===== src/rtl/sad_pkg.sv =====
package sad_pkg;

  // state of the result chain feeding the minimum comparator
  typedef enum logic {
    SCAN_IDLE = 1'b0,
    SCAN_RUN  = 1'b1
  } scan_state_e;

endpackage


===== src/rtl/sad_rst_sync.sv =====
module sad_rst_sync (
  input  logic clk,
  input  logic rst_n,
  output logic rst_n_sync
);

  logic [1:0] sync_q;

  always_ff @(posedge clk or negedge rst_n) begin
    if (!rst_n) sync_q <= 2'b00;
    else        sync_q <= {sync_q[0], 1'b1};
  end

  assign rst_n_sync = sync_q[1];

endmodule


===== src/rtl/sad_pe.sv =====
module sad_pe #(
  parameter int PIX_W = 8,
  parameter int SAD_W = 12
) (
  input  logic             clk,
  input  logic             rst_n,
  input  logic             en,
  input  logic             clr,
  input  logic [PIX_W-1:0] ref_pix,
  input  logic [PIX_W-1:0] win_pix,
  output logic [SAD_W-1:0] acc_q_o,
  output logic [SAD_W-1:0] acc_d_o
);

  logic [PIX_W-1:0] diff;
  logic [SAD_W-1:0] base;
  logic [SAD_W-1:0] acc_q;
  logic [SAD_W-1:0] acc_d;

  always_comb begin
    diff = (ref_pix > win_pix) ? (ref_pix - win_pix) : (win_pix - ref_pix);
    base = clr ? '0 : acc_q;
    acc_d = en ? (base + SAD_W'(diff)) : acc_q;
  end

  always_ff @(posedge clk or negedge rst_n) begin
    if (!rst_n)  acc_q <= '0;
    else if (en) acc_q <= acc_d;
  end

  assign acc_q_o = acc_q;
  assign acc_d_o = acc_d;

endmodule


===== src/rtl/sad_line_ctrl.sv =====
module sad_line_ctrl #(
  parameter int NN     = 16,
  parameter int NUM_PE = 5,
  parameter int LIN_W  = 3
) (
  input  logic             clk,
  input  logic             rst_n,
  input  logic             pix_valid,
  input  logic             line_start,
  output logic             line_last,
  output logic [LIN_W-1:0] line_idx
);

  localparam int CNT_W = (NN > 1) ? $clog2(NN) : 1;

  logic [CNT_W-1:0] cnt_q, cnt_d, cnt_eff;
  logic [LIN_W-1:0] line_q, line_d;

  always_comb begin
    cnt_eff   = line_start ? '0 : cnt_q;
    line_last = pix_valid && (cnt_eff == CNT_W'(NN - 1));
    cnt_d     = cnt_q;
    line_d    = line_q;
    if (pix_valid) begin
      cnt_d = line_last ? '0 : (cnt_eff + 1'b1);
    end
    if (line_last) begin
      line_d = (line_q == LIN_W'(NUM_PE - 1)) ? '0 : (line_q + 1'b1);
    end
  end

  always_ff @(posedge clk or negedge rst_n) begin
    if (!rst_n) begin
      cnt_q  <= '0;
      line_q <= '0;
    end else if (pix_valid) begin
      cnt_q  <= cnt_d;
      line_q <= line_d;
    end
  end

  assign line_idx = line_q;

endmodule


===== src/rtl/sad_min_scan.sv =====
module sad_min_scan
  import sad_pkg::*;
#(
  parameter int NUM_PE = 5,
  parameter int SAD_W  = 12,
  parameter int VEC_W  = 3,
  parameter int SRCH_W = 2,
  parameter int LIN_W  = 3
) (
  input  logic                    clk,
  input  logic                    rst_n,
  input  logic                    load,
  input  logic [LIN_W-1:0]        load_line,
  input  logic [NUM_PE*SAD_W-1:0] snap_in,
  output logic [SAD_W-1:0]        best_sad,
  output logic [VEC_W-1:0]        best_m,
  output logic [VEC_W-1:0]        best_n,
  output logic                    srch_done,
  output logic                    cmp_act,
  output logic                    cmp_first
);

  scan_state_e             st_q, st_d;
  logic [LIN_W-1:0]        pos_q, pos_d;
  logic [LIN_W-1:0]        tag_q, tag_d;
  logic [NUM_PE*SAD_W-1:0] chain_q, chain_d;
  logic                    chain_en;
  logic [SAD_W-1:0]        cand;
  logic                    last_elem, take, done_d;
  logic [VEC_W-1:0]        m_val, n_val;
  logic [SAD_W-1:0]        sad_q;
  logic [VEC_W-1:0]        m_q, n_q;
  logic                    done_q;

  always_comb begin
    st_d      = st_q;
    pos_d     = pos_q;
    tag_d     = tag_q;
    cmp_act   = (st_q == SCAN_RUN);
    last_elem = cmp_act && (pos_q == LIN_W'(NUM_PE - 1));
    if (load) begin
      st_d  = SCAN_RUN;
      pos_d = '0;
      tag_d = load_line;
    end else if (cmp_act) begin
      pos_d = pos_q + 1'b1;
      if (last_elem) begin
        st_d  = SCAN_IDLE;
        pos_d = '0;
      end
    end
    chain_en = load || cmp_act;
    chain_d  = load ? snap_in : (chain_q >> SAD_W);
    cand     = chain_q[SAD_W-1:0];
    cmp_first = cmp_act && (pos_q == '0) && (tag_q == '0);
    take     = cmp_act && (cmp_first || (cand < sad_q));
    done_d   = last_elem && (tag_q == LIN_W'(NUM_PE - 1));
    m_val    = VEC_W'(int'(tag_q) - SRCH_W);
    n_val    = VEC_W'(int'(pos_q) - SRCH_W);
  end

  always_ff @(posedge clk or negedge rst_n) begin
    if (!rst_n) begin
      st_q  <= SCAN_IDLE;
      pos_q <= '0;
      tag_q <= '0;
    end else begin
      st_q  <= st_d;
      pos_q <= pos_d;
      tag_q <= tag_d;
    end
  end

  always_ff @(posedge clk or negedge rst_n) begin
    if (!rst_n)        chain_q <= '0;
    else if (chain_en) chain_q <= chain_d;
  end

  always_ff @(posedge clk or negedge rst_n) begin
    if (!rst_n) begin
      sad_q <= '0;
      m_q   <= '0;
      n_q   <= '0;
    end else if (take) begin
      sad_q <= cand;
      m_q   <= m_val;
      n_q   <= n_val;
    end
  end

  always_ff @(posedge clk or negedge rst_n) begin
    if (!rst_n) done_q <= 1'b0;
    else        done_q <= done_d;
  end

  assign best_sad  = sad_q;
  assign best_m    = m_q;
  assign best_n    = n_q;
  assign srch_done = done_q;

endmodule


===== src/rtl/sad_line_array.sv =====
module sad_line_array #(
  parameter int BLK_N  = 4,
  parameter int SRCH_W = 2,
  parameter int PIX_W  = 8,
  localparam int NUM_PE = 2 * SRCH_W + 1,
  localparam int NN     = BLK_N * BLK_N,
  localparam int SAD_W  = PIX_W + $clog2(NN),
  localparam int VEC_W  = $clog2(SRCH_W + 1) + 1,
  localparam int LIN_W  = $clog2(NUM_PE)
) (
  input  logic                    clk,
  input  logic                    rst_n,
  input  logic                    pix_valid,
  input  logic                    line_start,
  input  logic [PIX_W-1:0]        ref_pix,
  input  logic [NUM_PE*PIX_W-1:0] win_pix,
  output logic                    srch_done,
  output logic [SAD_W-1:0]        best_sad,
  output logic signed [VEC_W-1:0] best_m,
  output logic signed [VEC_W-1:0] best_n
);

  logic                    rst_n_s;
  logic                    line_last;
  logic [LIN_W-1:0]        line_idx;
  logic [NUM_PE*SAD_W-1:0] acc_flat;
  logic [NUM_PE*SAD_W-1:0] snap_flat;
  logic                    cmp_act, cmp_first;
  logic [VEC_W-1:0]        m_raw, n_raw;

  sad_rst_sync u_rst (
    .clk        (clk),
    .rst_n      (rst_n),
    .rst_n_sync (rst_n_s)
  );

  sad_line_ctrl #(
    .NN     (NN),
    .NUM_PE (NUM_PE),
    .LIN_W  (LIN_W)
  ) u_ctrl (
    .clk        (clk),
    .rst_n      (rst_n_s),
    .pix_valid  (pix_valid),
    .line_start (line_start),
    .line_last  (line_last),
    .line_idx   (line_idx)
  );

  for (genvar k = 0; k < NUM_PE; k++) begin : g_pe
    sad_pe #(
      .PIX_W (PIX_W),
      .SAD_W (SAD_W)
    ) u_pe (
      .clk     (clk),
      .rst_n   (rst_n_s),
      .en      (pix_valid),
      .clr     (line_start),
      .ref_pix (ref_pix),
      .win_pix (win_pix[k*PIX_W +: PIX_W]),
      .acc_q_o (acc_flat[k*SAD_W +: SAD_W]),
      .acc_d_o (snap_flat[k*SAD_W +: SAD_W])
    );
  end

  sad_min_scan #(
    .NUM_PE (NUM_PE),
    .SAD_W  (SAD_W),
    .VEC_W  (VEC_W),
    .SRCH_W (SRCH_W),
    .LIN_W  (LIN_W)
  ) u_min (
    .clk       (clk),
    .rst_n     (rst_n_s),
    .load      (line_last),
    .load_line (line_idx),
    .snap_in   (snap_flat),
    .best_sad  (best_sad),
    .best_m    (m_raw),
    .best_n    (n_raw),
    .srch_done (srch_done),
    .cmp_act   (cmp_act),
    .cmp_first (cmp_first)
  );

  assign best_m = $signed(m_raw);
  assign best_n = $signed(n_raw);

endmodule


===== config.mk =====
export PLATFORM = sky130hd
export DESIGN_NAME = sad_line_array
export DESIGN_NICKNAME = d
export VERILOG_FILES = /design/src/rtl/sad_pkg.sv /design/src/rtl/sad_rst_sync.sv /design/src/rtl/sad_pe.sv /design/src/rtl/sad_line_ctrl.sv /design/src/rtl/sad_min_scan.sv /design/src/rtl/sad_line_array.sv
export SDC_FILE = /design/constraint.sdc
export NUM_CORES = 1
export LEC_CHECK = 0
export CORE_MARGIN = 5
export CORE_UTILIZATION = 30
export CTS_CLUSTER_SIZE = 20
export DETAILED_ROUTE_END_ITERATION = 16
export PLACE_DENSITY = 0.47
export SLEW_MARGIN = 10
export SYNTH_ARGS = -nofsm -noshare
export SYNTH_HDL_FRONTEND = slang
export SYNTH_SLANG_ARGS = --single-unit

===== constraint.sdc =====
create_clock -name clk -period 4.69 [get_ports clk]
set_input_delay 1.1725 -clock clk [delete_from_list [all_inputs] [get_ports clk]]
set_output_delay 1.1725 -clock clk [all_outputs]
set_load 0.01 [all_outputs]

* Yosys cells after proc, flatten, opt, wreduce, memory -nomap -nowiden
Index checks and enable logic that the tools add are counted.
Widths: inputs -> output; s select.
** Storage, ports and cells
- Flip-flop bits (word level) :: 155
- Word-level logic and storage cells :: 83
** Operators by class
- Add/sub/neg operators :: 20
- Magnitude comparators :: 6
- Eq/ne operators :: 4
- Mux-type cells :: 25
- Reductions and logical operators :: 12
** Operators by type and width (number)
- $mux 12 :: 10
- $sub 8x8->8 :: 10
- $add 12x8->12 :: 5
- $mux 60 :: 1
- $gt 8x8->1 :: 5
- $mux 8 :: 5
- $lt 12x12->1 :: 1
- $mux 3 :: 4
- $eq 3x3->1 const B :: 3
- $mux 4 :: 2
- $add 3x1->3 const B :: 2
- $logic_and 1x1->1 :: 6
- $logic_not 3->1 :: 2
- $sub 3x2->3 const B :: 2
- $add 4x1->4 const B :: 1
- $eq 4x4->1 const B :: 1
- $mux 1 :: 3
- $logic_or 1x1->1 :: 2
- $reduce_and 2->1 :: 1
- $reduce_bool 2->1 :: 1

* Depth between registers and ports, before layout
Gate-level depths: netlist of the first run.
- Word-level depth :: 5
- Gate-level depth with buffers :: 20
- Gate-level depth less buffers :: 19

* Cells and area by module
A second synthesis of the first run with hierarchy kept.
** Unflattened totals
- Cells, all modules :: 1391
- Area, all modules :: 13067.5 sq um
** Modules (own cells, without submodules)
- sad_min_scan :: instances 1, cells an instance 348, area an instance 3968.8 sq um, sequential area each 2152.1 sq um
- sad_pe (g_pe[1].u_pe ...) :: instances 2, cells an instance 195, area an instance 1695.4 sq um, sequential area each 300.3 sq um
- sad_pe (g_pe[0].u_pe) :: instances 1, cells an instance 202, area an instance 1761.7 sq um, sequential area each 300.3 sq um
- sad_pe (g_pe[3].u_pe) :: instances 1, cells an instance 205, area an instance 1750.4 sq um, sequential area each 300.3 sq um
- sad_pe (g_pe[4].u_pe) :: instances 1, cells an instance 204, area an instance 1750.4 sq um, sequential area each 300.3 sq um
- sad_line_ctrl :: instances 1, cells an instance 39, area an instance 391.6 sq um, sequential area each 175.2 sq um
- sad_rst_sync :: instances 1, cells an instance 3, area an instance 53.8 sq um, sequential area each 50.0 sq um

* Worst setup path before layout of the first run
OpenSTA, ideal clock, no wires.
- Path kind :: input to register
- Start :: input port ref_pix[0]
- End :: register u_min.chain_q[58]
- Library setup time :: 0.082 ns
- Data arrival time :: 4.640 ns
- Slack :: -0.032 ns
- Cell stages on the path :: 18
- Path buffers :: 1
- Cells stage by stage :: inv_1 ha_1 inv_1 fa_1 a21o_1 a21oi_1 o22ai_1 o22ai_1 buf_6 mux2_1 a211oi_1 xnor2_1 ha_1 o21ai_0 a21oi_1 o22ai_1 or4_1 a31oi_1
** Between the ends
- Cells in the longest elaborated chain, start to end :: 5
- Elaborated cells on any way between the ends :: 7
- Those cells by class :: 3 x add/sub; 1 x order compare; 3 x mux
** RTL lines
- from (decl) :: line sad_line_array.sv:15 : input logic [PIX_W-1:0] ref_pix,
- $sub 8x8->8 / $gt 8x8->1 (equally long branches) :: line sad_pe.sv:21 : diff = (ref_pix > win_pix) ? (ref_pix - win_pix) : (win_pix - ref_pix);
- $mux 8 * :: line sad_pe.sv:21
- $add 12x8->12 * :: line sad_pe.sv:23 : acc_d = en ? (base + SAD_W'(diff)) : acc_q;
- $mux 12 * :: line sad_pe.sv:23
- $mux 60 * :: line sad_min_scan.sv:53 : chain_d = load ? snap_in : (chain_q >> SAD_W);
- to (signal assigned) :: line sad_min_scan.sv:76 : else if (chain_en) chain_q <= chain_d;
- to (decl) :: line sad_min_scan.sv:26 : logic [NUM_PE*SAD_W-1:0] chain_q, chain_d;
Mark *: on every way between the ends. The rest lies on a longest branch, timed or not.
A chain may end at the register's enable or synchronous reset.

* Worst setup path in the final report of the first run
- Start :: input port win_pix[4]
- End :: register u_min.chain_q[11]
** Between the ends
- Cells in the longest elaborated chain, start to end :: 5
- Elaborated cells on any way between the ends :: 7
- Those cells by class :: 3 x add/sub; 1 x order compare; 3 x mux
** RTL lines
- from (decl) :: line sad_line_array.sv:16 : input logic [NUM_PE*PIX_W-1:0] win_pix,
- $sub 8x8->8 / $gt 8x8->1 (equally long branches) :: line sad_pe.sv:21
- $mux 8 * :: line sad_pe.sv:21
- $add 12x8->12 * :: line sad_pe.sv:23
- $mux 12 * :: line sad_pe.sv:23
- $mux 60 * :: line sad_min_scan.sv:53
Marks and branches as above.

==> results.json, run 1 <==
{
  "synth_seq_cells": 155,
  "max-clock-path-buffers": 2,
  "die_area_sq_um": 44050,
  "io_buffers": 70,
  "slowest_delay_ns": 0.49,
  "fp.dieW_um": 209.9,
  "finalSetupTns_ns": 0,
  "clockPowerShare": 0.247,
  "grt_max_degree": 111,
  "synth_fp_nets": 1502,
  "crit_path_frequent_cell": "buf_4",
  "grt_usage": 0.1492,
  "h-tree-depth": 4,
  "root_buffer": "clkbuf_16",
  "tritoncts": "built",
  "drv_cap": 0,
  "power_density_nw_per_um2": 370.2,
  "cts_buffers": 17,
  "pwr-share-comb": 0.474,
  "path_max_fanout": 6,
  "die_y_um": 209.9,
  "path_delay_family": "buffers and inverters",
  "clk_latency_ns": 0.43,
  "cp.arrival_ns": 4.86,
  "place_inst": 2073,
  "status": "finished clean",
  "skew_ns": 0.01064,
  "num_vias": 9992,
  "switching_power_mw": 2.079,
  "intPower_mw": 3.954,
  "mostFrequentLayoutCells": "buf_4, dfrtp_1, inv_1",
  "fin_crit_ns": 4.568,
  "wl_per_cell_um": 15.54,
  "nets": 1777,
  "synthFlopType": "dfrtp_1",
  "ant_nets": 0,
  "grt_pass1_wl_mm": 53.54,
  "cp_num_cells": 20,
  "path_clk_slew_ns": 0.07,
  "finalNonFillerCells": 2117,
  "fp-row-count": 73,
  "multi_input_area_sq_um": 8055,
  "areaGrowthSynthToFinish_pct": 35.95,
  "seq_power_share": 0.280,
  "p_sw_frac": 0.3446,
  "synth_cell_type_count": 59,
  "path_buf_inv": 6,
  "synthArstFlopShare": 1.000,
  "ys_seq_area_frac": 0.3236,
  "synth-edff-count": 0,
  "avgViaCountPerCell": 4.720,
  "drt_iter0_drc": 445,
  "firstDrtPassIters": 4,
  "n_antenna_cell": 0,
  "tightest_slew_ns": 1.090,
  "cts.sinks": 155,
  "crit_path_end_kind": "register",
  "start_util": 0.3023,
  "ir_worst_vdd_v": 0.0002417,
  "dp_hpwl_mm": 24.55,
  "relSlewSlack": 0.2722,
  "yosys_warnings": 0,
  "gp_congestion": 0.8353,
  "final_common_cell": "buf_4",
  "setup_viol": 0,
  "n_fill_cell": 4021,
  "routed_wl_mm": 32.90,
  "drc": 0,
  "synth_area_per_cell_sq_um": 9.191,
  "crit_chain": "clkdlybuf4s50_1 -> ha_4 -> nand4_1 -> buf_4 -> a21oi_4 -> o21ai_4 -> buf_4 -> a32o_1 -> buf_4 -> a221oi_2 -> o21ai_1 -> xor2_1 -> buf_4 -> ha_1 -> or2_2 -> buf_4 -> a21oi_1 -> a31oi_1 -> a31oi_1 -> a21oi_1",
  "io_pins": 71,
  "critPathKind": "primary input to register",
  "post_route_cells_drive_above_1_share": 0.2814,
  "synth_area_sq_um": 11990,
  "rr_worst_depth": 12,
  "grt_pass1_vias": 10220,
  "core_area_sq_um": 39640,
  "final_max_slew_viol_count": 0,
  "hp-class": "register to async pin",
  "seqCellArea_sq_um": 3884,
  "power_leakage_nw": 7.664,
  "synthCells": 1304,
  "cp-start-kind": "primary input",
  "grt.overflow.total": 0,
  "clock.fmax_mhz": 218.9,
  "finalCritPeriodShare": 0.9740,
  "fin_util": 0.4111,
  "antenna_found_initial": 0,
  "cp.required_ns": 4.98,
  "cpMaxStageDelayCell": "clkdlybuf4s50_1",
  "hold_viol": 0
}
-- area by class of cell --
cell class / instances / area share
inverters: 125 / 0.02995
multi-input cells: 972 / 0.4944
repair buffers: 308 / 0.1584
clock buffers: 20 / 0.02864
clock inverters: 12 / 0.009982
flip-flops and latches: 155 / 0.2383
well taps: 525 / 0.04031
-- worst paths after layout --
kind	from	slack, ns	to
hold / removal	u_rst.sync_q[1]	0.34	u_min.best_m[2]
hold reg to reg	u_rst.sync_q[1]	0.34	u_min.best_m[2]
max in group asynchronous	u_rst.sync_q[1]	3.29	g_pe[4].u_pe.acc_q_o[7]
min in group clk	u_rst.sync_q[0]	0.35	u_rst.sync_q[1]
setup reg to reg	g_pe[1].u_pe.acc_q_o[0]	2.10	g_pe[1].u_pe.acc_q_o[8]
setup / recovery	win_pix[4]	0.12	u_min.chain_q[11]
-- logic make-up (layout without fill, tap and decap cells) --
logic type,count (synthesis),after routing,share of synthesized area
xor gates and xnor gates,67,67,0.04896
adders and majority gates,146,146,0.1618
and+or+nand+nor,297,297,0.1273
AOI/OAI and AO/OA,347,347,0.1794
other,1,1,0.0003129
buffers and inverters,177,465,0.05815
muxes,114,114,0.1005
DFF,155,155,0.3236
-- cells in the mapped netlist (all sizes together) (25+ instances only) --
library cell    n  share of area
dfrtp         155           0.32
nand2          91          0.029
o21ai         106          0.047
inv           124          0.039
ha            131           0.14
a21o           42          0.026
a211oi         25          0.016
mux2           51          0.048
xnor2          50          0.037
clkbuf         32          0.010
nor2           38          0.012
a21oi         104          0.043
mux2i          63          0.053
nor2b          49          0.026
-- power groups by stage --
stage	sequential (mW)	clock, mW	combinational, mW
final	1.69	1.49	2.86
after global routing	1.72	1.58	3.18
after floorplan	1.68	0	1.59
after detailed placement	1.71	0	2.59
after global placement	1.70	0	2.56
after CTS	1.69	1.52	2.71
-- metrics by stage --
stage | power [mW] | instance area (sq um) | setup slack [ns] | hold WS [ns]
final | 6.033 | 16290 | 0.1218 | 0.3395
after detailed placement | 4.296 | 14910 | -0.7834 | 0.3434
after CTS | 5.922 | 15920 | 0.001293 | 0.3541
after global routing | 6.480 | 16290 | -0.04894 | 0.3560
after global placement | 4.260 | 14910 | -0.7389 | 0.3419
after floorplan | 3.276 | 12020 | 0.008427 | 0.3312
-- sequential cells by signal, summed over array words and instances, names as in the netlist --
register	cells
g_pe.u_pe.acc_q_o	60
u_min.best_n	3
u_ctrl.line_idx	3
u_min.pos_q	3
u_min.best_sad	12
u_ctrl.cnt_q	4
u_min.best_m	3
u_rst.sync_q	2
u_min.cmp_act	1
u_min.srch_done	1
u_min.chain_q	60
u_min.tag_q	3
-- routing by layer --
layer,track usage,vias up,routed length [um]
met4,0.02678,0,277
met2,0.2443,104,15020
met1,0.2145,4753,16950
li1,-,5117,-
met5,0,-,0
met3,0.01839,18,649
-- repair_timing --
| item | in CTS | in global routing |
|---|---|---|
| gates cloned | 0 | 0 |
| gates resized for setup | 74 | 86 |
| hold endpoints to repair | 0 | 0 |
| pin swaps | 14 | 34 |
| setup buffers | 8 | 4 |
| setup endpoints to repair | 55 | 60 |
| hold buffers | 0 | 0 |
-- worst register-to-register path, cell delays in order, from the launching register on --
cell and delay (ns):
dfrtp_1 0.34, nor2b_1 0.15, ha_1 0.20, inv_1 0.06, fa_1 0.39, nor2b_1 0.13
o21ai_0 0.11, a21boi_1 0.19, o21ai_0 0.11, buf_4 0.16, a21oi_2 0.19, mux2_2 0.35
a21oi_1 0.14
Note: power is estimated with default switching activity, not from simulation.
==> run 2: changes to the inputs <==
--- a/config.mk
+++ b/config.mk
@@ -7,6 +7,7 @@
 export LEC_CHECK = 0
 export CORE_MARGIN = 5
 export CORE_UTILIZATION = 30
+export CTS_BUF_LIST = sky130_fd_sc_hd__clkbuf_16
 export CTS_CLUSTER_SIZE = 20
 export DETAILED_ROUTE_END_ITERATION = 16
 export PLACE_DENSITY = 0.47
==> results.json, run 2 (synthesized netlist as in run 1, its figures left out) <==
{
  "clock.fmax_mhz": 218.8,
  "crit_path_end_kind": "register",
  "grt_pass1_vias": 10210,
  "relSlewSlack": 0.2793,
  "cp.arrival_ns": 4.86,
  "num_vias": 9999,
  "n_fill_cell": 4022,
  "fin_area_sq_um": 16280,
  "drc": 0,
  "final_max_slew_viol_count": 0,
  "wl_per_cell_um": 15.54,
  "firstDrtPassIters": 4,
  "status": "finished clean",
  "post_route_cells_drive_above_1_share": 0.2814,
  "crit_chain": "clkdlybuf4s50_1 -> ha_4 -> nand4_1 -> buf_4 -> a21oi_4 -> o21ai_4 -> buf_4 -> a32o_1 -> buf_4 -> a221oi_2 -> o21ai_1 -> xor2_1 -> buf_4 -> ha_1 -> or2_2 -> buf_4 -> a21oi_1 -> a31oi_1 -> a31oi_1 -> a21oi_1",
  "grt_max_degree": 111,
  "nets": 1777,
  "fin_crit_ns": 4.570,
  "io_pins": 71,
  "avgViaCountPerCell": 4.723,
  "regToRegSetupSlack_ns": 2.10,
  "die_area_sq_um": 44050,
  "hp-class": "register to async pin",
  "worstReg2RegStart": "g_pe[1].u_pe.acc_q_o[0]",
  "setup_viol": 0,
  "drv_cap": 0,
  "core_area_sq_um": 39640,
  "critPathLaunch": "win_pix[4]",
  "dp_hpwl_mm": 24.55,
  "ir_worst_vdd_v": 0.0002443,
  "areaGrowthSynthToFinish_pct": 35.85,
  "clk_latency_ns": 0.43,
  "slowest_delay_ns": 0.49,
  "start_util": 0.3023,
  "power_leakage_nw": 7.648,
  "holdBufCountCts": 0,
  "final_common_cell": "buf_4",
  "cpMaxStageDelayCell": "clkdlybuf4s50_1",
  "finalCritPeriodShare": 0.9745,
  "cp.required_ns": 4.98,
  "place_area_sq_um": 14910,
  "mostFrequentLayoutCells": "buf_4, dfrtp_1, inv_1",
  "critPathKind": "primary input to register",
  "cp-start-kind": "primary input",
  "n_antenna_cell": 0,
  "hold_viol": 0,
  "antenna_found_initial": 0,
  "ant_nets": 0,
  "path_clk_slew_ns": 0.07,
  "power_density_nw_per_um2": 367.9,
  "tightest_slew_ns": 1.080,
  "max-clock-path-buffers": 2,
  "cts_buffers": 17,
  "grt_pass1_wl_mm": 53.48,
  "routed_wl_mm": 32.89,
  "tritoncts": "built",
  "die_y_um": 209.9,
  "skew_ns": 0.009052,
  "io_buffers": 70,
  "gp_congestion": 0.8353,
  "cts.sinks": 155,
  "fp-row-count": 73,
  "root_buffer": "clkbuf_16",
  "drt_iter0_drc": 422,
  "fp.dieW_um": 209.9,
  "crit_path_frequent_cell": "buf_4",
  "hold_slack_ns": 0.3420,
  "grt_usage": 0.1492,
  "grt.overflow.total": 0,
  "path_max_fanout": 6,
  "h-tree-depth": 4
}
## run 2: cell types whose count changed in the layout (fill, tap and decap cells not counted), sizes merged
cell           delta
clkbuf            -3
clkinv            +3
clkdlybuf4s50     -1
dlygate4sd2       +1
## run 2: report_power, final
group          switching [mW]  internal (mW)
combinational            1.35           1.52
sequential              0.139           1.55
clock                   0.599          0.837
total                    2.08           3.91
## run 2: through the flow
step           std cells  utilization  TNS (ns)  power (mW)  setup WS (ns)
2_1_floorplan       1304            -         0       3.276       0.008427
3_3_place_gp        2073       0.3762    -38.38       4.260        -0.7389
3_5_place_dp        2073       0.3762    -41.66       4.296        -0.7834
4_1_cts             2113       0.4006         0       5.867        0.02831
5_1_grt             2117       0.4107  -0.03117       6.429       -0.01439
6_report            2117       0.4107         0       5.990         0.1196
## run 2: path summary, 6_finish.rpt
kind	endpoint	cells past startpoint
hold / removal	u_min.best_m[2]	0
min in group clk	u_rst.sync_q[1]	0
max in group asynchronous	g_pe[4].u_pe.acc_q_o[7]	1
setup / recovery	u_min.chain_q[11]	20
hold reg to reg	u_min.best_m[2]	0
setup reg to reg	g_pe[1].u_pe.acc_q_o[8]	12
## run 2: critical path: cells and delay by family
kind | cells | cell delay (ns)
XOR/XNOR | 1 | 0.15
adder cells (fa/ha/maj) | 2 | 0.61
AO/OA/AOI/OAI | 9 | 1.24
buffers and inverters | 6 | 1.27
AND/OR/NAND/NOR | 2 | 0.41
## run 2: area by class of cell
cell class / instances / area [sq um] / share of cell area
clock inverters: 15 / 173.9 / 0.01068
multi-input cells: 972 / 8070 / 0.4957
inverters: 125 / 488.0 / 0.02997
repair buffers: 308 / 2584 / 0.1587
flip-flops and latches: 155 / 3884 / 0.2385
clock buffers: 17 / 425.4 / 0.02613
well taps: 525 / 656.9 / 0.04034
## run 2: layer usage
layer,track usage,up-vias,wire length (um),part of all wire
met1,0.2144,4746,16870,0.51
met3,0.01839,22,734,0.022
met2,0.2434,119,15000,0.46
met4,0.02880,0,289,0.0088
li1,-,5112,-,-
met5,0,-,0,0
## run 2: timing repair
action,CTS,global route
pin swaps,13,38
buffers inserted,8,4
endpoints found under the setup margin,55,51
gates resized for setup,74,92
==> run 3: changes to the inputs <==
--- a/config.mk
+++ b/config.mk
@@ -11,7 +11,8 @@
 export CTS_CLUSTER_SIZE = 20
 export DETAILED_ROUTE_END_ITERATION = 16
 export PLACE_DENSITY = 0.47
-export SLEW_MARGIN = 10
+export SLEW_MARGIN = 20
 export SYNTH_ARGS = -nofsm -noshare
 export SYNTH_HDL_FRONTEND = slang
 export SYNTH_SLANG_ARGS = --single-unit
+export TNS_END_PERCENT = 20
==> results.json, run 3 (synthesized netlist as in run 1, its figures left out) <==
{
  "fin_crit_ns": 4.579,
  "io_pins": 71,
  "areaGrowthSynthToFinish_pct": 37.33,
  "power_leakage_nw": 7.746,
  "tritoncts": "built",
  "hold_start": "u_rst.sync_q[0]",
  "holdBufCountCts": 0,
  "fin_area_sq_um": 16460,
  "n_antenna_cell": 0,
  "timing.rr.end": "u_min.chain_q[46]",
  "nets": 1794,
  "hold_slack_ns": 0.3571,
  "drt_iter0_drc": 450,
  "io_buffers": 70,
  "dp_hpwl_mm": 24.63,
  "slowest_delay_ns": 0.44,
  "skew_ns": 0.01143,
  "rsz0062_at_grt": "yes",
  "grt_pass1_wl_mm": 54.24,
  "worstReg2RegStart": "g_pe[3].u_pe.acc_q_o[0]",
  "root_buffer": "clkbuf_16",
  "firstDrtPassIters": 4,
  "fp.dieW_um": 209.9,
  "start_util": 0.3023,
  "n_fill_cell": 3979,
  "drc": 0,
  "gp_congestion": 0.8152,
  "core_area_sq_um": 39640,
  "clock.fmax_mhz": 218.4,
  "ir_worst_vdd_v": 0.0002394,
  "ant_nets": 0,
  "die_y_um": 209.9,
  "clk_latency_ns": 0.43,
  "cp.required_ns": 5.01,
  "cts.sinks": 155,
  "fp-row-count": 73,
  "status": "finished clean",
  "hold-path-cell-count": 0,
  "total_power_mw": 6.092,
  "hold_viol": 0,
  "antenna_found_initial": 0,
  "hp-class": "register to register",
  "cpMaxStageDelayCell": "or3_4",
  "mostFrequentLayoutCells": "buf_4, dfrtp_1, inv_1",
  "wl_per_cell_um": 15.40,
  "path_delay_family": "compound AO/OA/AOI/OAI gates",
  "max-clock-path-buffers": 2,
  "path_clk_slew_ns": 0.06,
  "final_max_slew_viol_count": 0,
  "holdPathEnd": "u_rst.sync_q[1]",
  "crit_path_end_kind": "register",
  "finalSetupTns_ns": 0,
  "die_area_sq_um": 44050,
  "critPathKind": "primary input to register",
  "grt.overflow.total": 0,
  "post_route_cells_drive_above_1_share": 0.2960,
  "grt_pass1_vias": 10280,
  "h-tree-depth": 4,
  "place_inst": 2079,
  "path_buf_inv": 3,
  "power_density_nw_per_um2": 370.1,
  "drv_cap": 0,
  "finalCritPeriodShare": 0.9763,
  "routed_wl_mm": 32.84,
  "grt_usage": 0.1506,
  "regToRegSetupSlack_ns": 2.19,
  "finalNonFillerCells": 2133,
  "grt_max_degree": 154,
  "cts_buffers": 17,
  "final_common_cell": "buf_4",
  "setup_viol": 0,
  "tightest_slew_ns": 0.9740,
  "place_area_sq_um": 14880,
  "relSlewSlack": 0.3507,
  "rr_worst_depth": 12,
  "path_max_fanout": 4,
  "cp.arrival_ns": 4.90,
  "crit_chain": "dlygate4sd2_1 -> buf_4 -> ha_1 -> nand4_1 -> or3_4 -> o21ai_4 -> mux2_4 -> a221oi_2 -> o21ai_1 -> xor2_1 -> buf_4 -> ha_4 -> nand3_1 -> o21ai_4 -> mux2_2 -> o21a_1",
  "avgViaCountPerCell": 4.779,
  "cp-start-kind": "primary input",
  "num_vias": 10190
}
-- run 3: final cells by class --
class | count | area, sq um | area share
clock buffer | 17 | 425.4 | 0.02585
clock inverter | 14 | 173.9 | 0.01057
inverter | 125 | 486.7 | 0.02957
multi-input combinational | 972 | 8173 | 0.4965
sequential | 155 | 3884 | 0.2360
tap | 525 | 656.9 | 0.03991
timing repair buffer | 325 | 2660 | 0.1616
-- run 3: timing repair --
item,4_1_cts,5_1_grt
setup buffers,11,12
pin swaps,24,38
resized for setup,96,83
endpoints found under the hold margin,0,0
endpoints found under the setup margin,49,69
-- run 3: per-layer routing --
layer  routed length (um)  track usage  part of all wire
met5                    0            0                 0
met2                15390       0.2521              0.47
met3                  786      0.01973             0.024
met4                  292      0.02925            0.0089
met1                16370       0.2102              0.50
-- run 3: how the worst max path moves through the flow --
stage,startpoint,to,slack (ns),depth (start not counted)
2_1_floorplan,ref_pix[1],u_min.chain_q[35],-0.02,17
5_1_grt,win_pix[16],u_min.chain_q[35],-0.03,18
3_3_place_gp,ref_pix[0],g_pe[4].u_pe.acc_q_o[11],-0.72,21
4_1_cts,ref_pix[6],u_min.chain_q[11],-0.04,19
6_report,ref_pix[7],u_min.chain_q[46],0.11,16
3_5_place_dp,ref_pix[0],g_pe[4].u_pe.acc_q_o[10],-0.79,20
-- run 3: stage by stage --
step             util  worst slack (ns)
5_1_grt        0.4152          -0.03087
6_report       0.4152            0.1113
3_3_place_gp   0.3753           -0.7242
2_1_floorplan       -          -0.02424
3_5_place_dp   0.3753           -0.7881
4_1_cts        0.4022          -0.04210
-- run 3: where the power goes --
part | switching (mW) | total [mW] | internal [mW]
combinational | 1.39 | 2.98 | 1.59
sequential | 0.137 | 1.69 | 1.55
clock | 0.584 | 1.42 | 0.837
total | 2.11 | 6.09 | 3.98
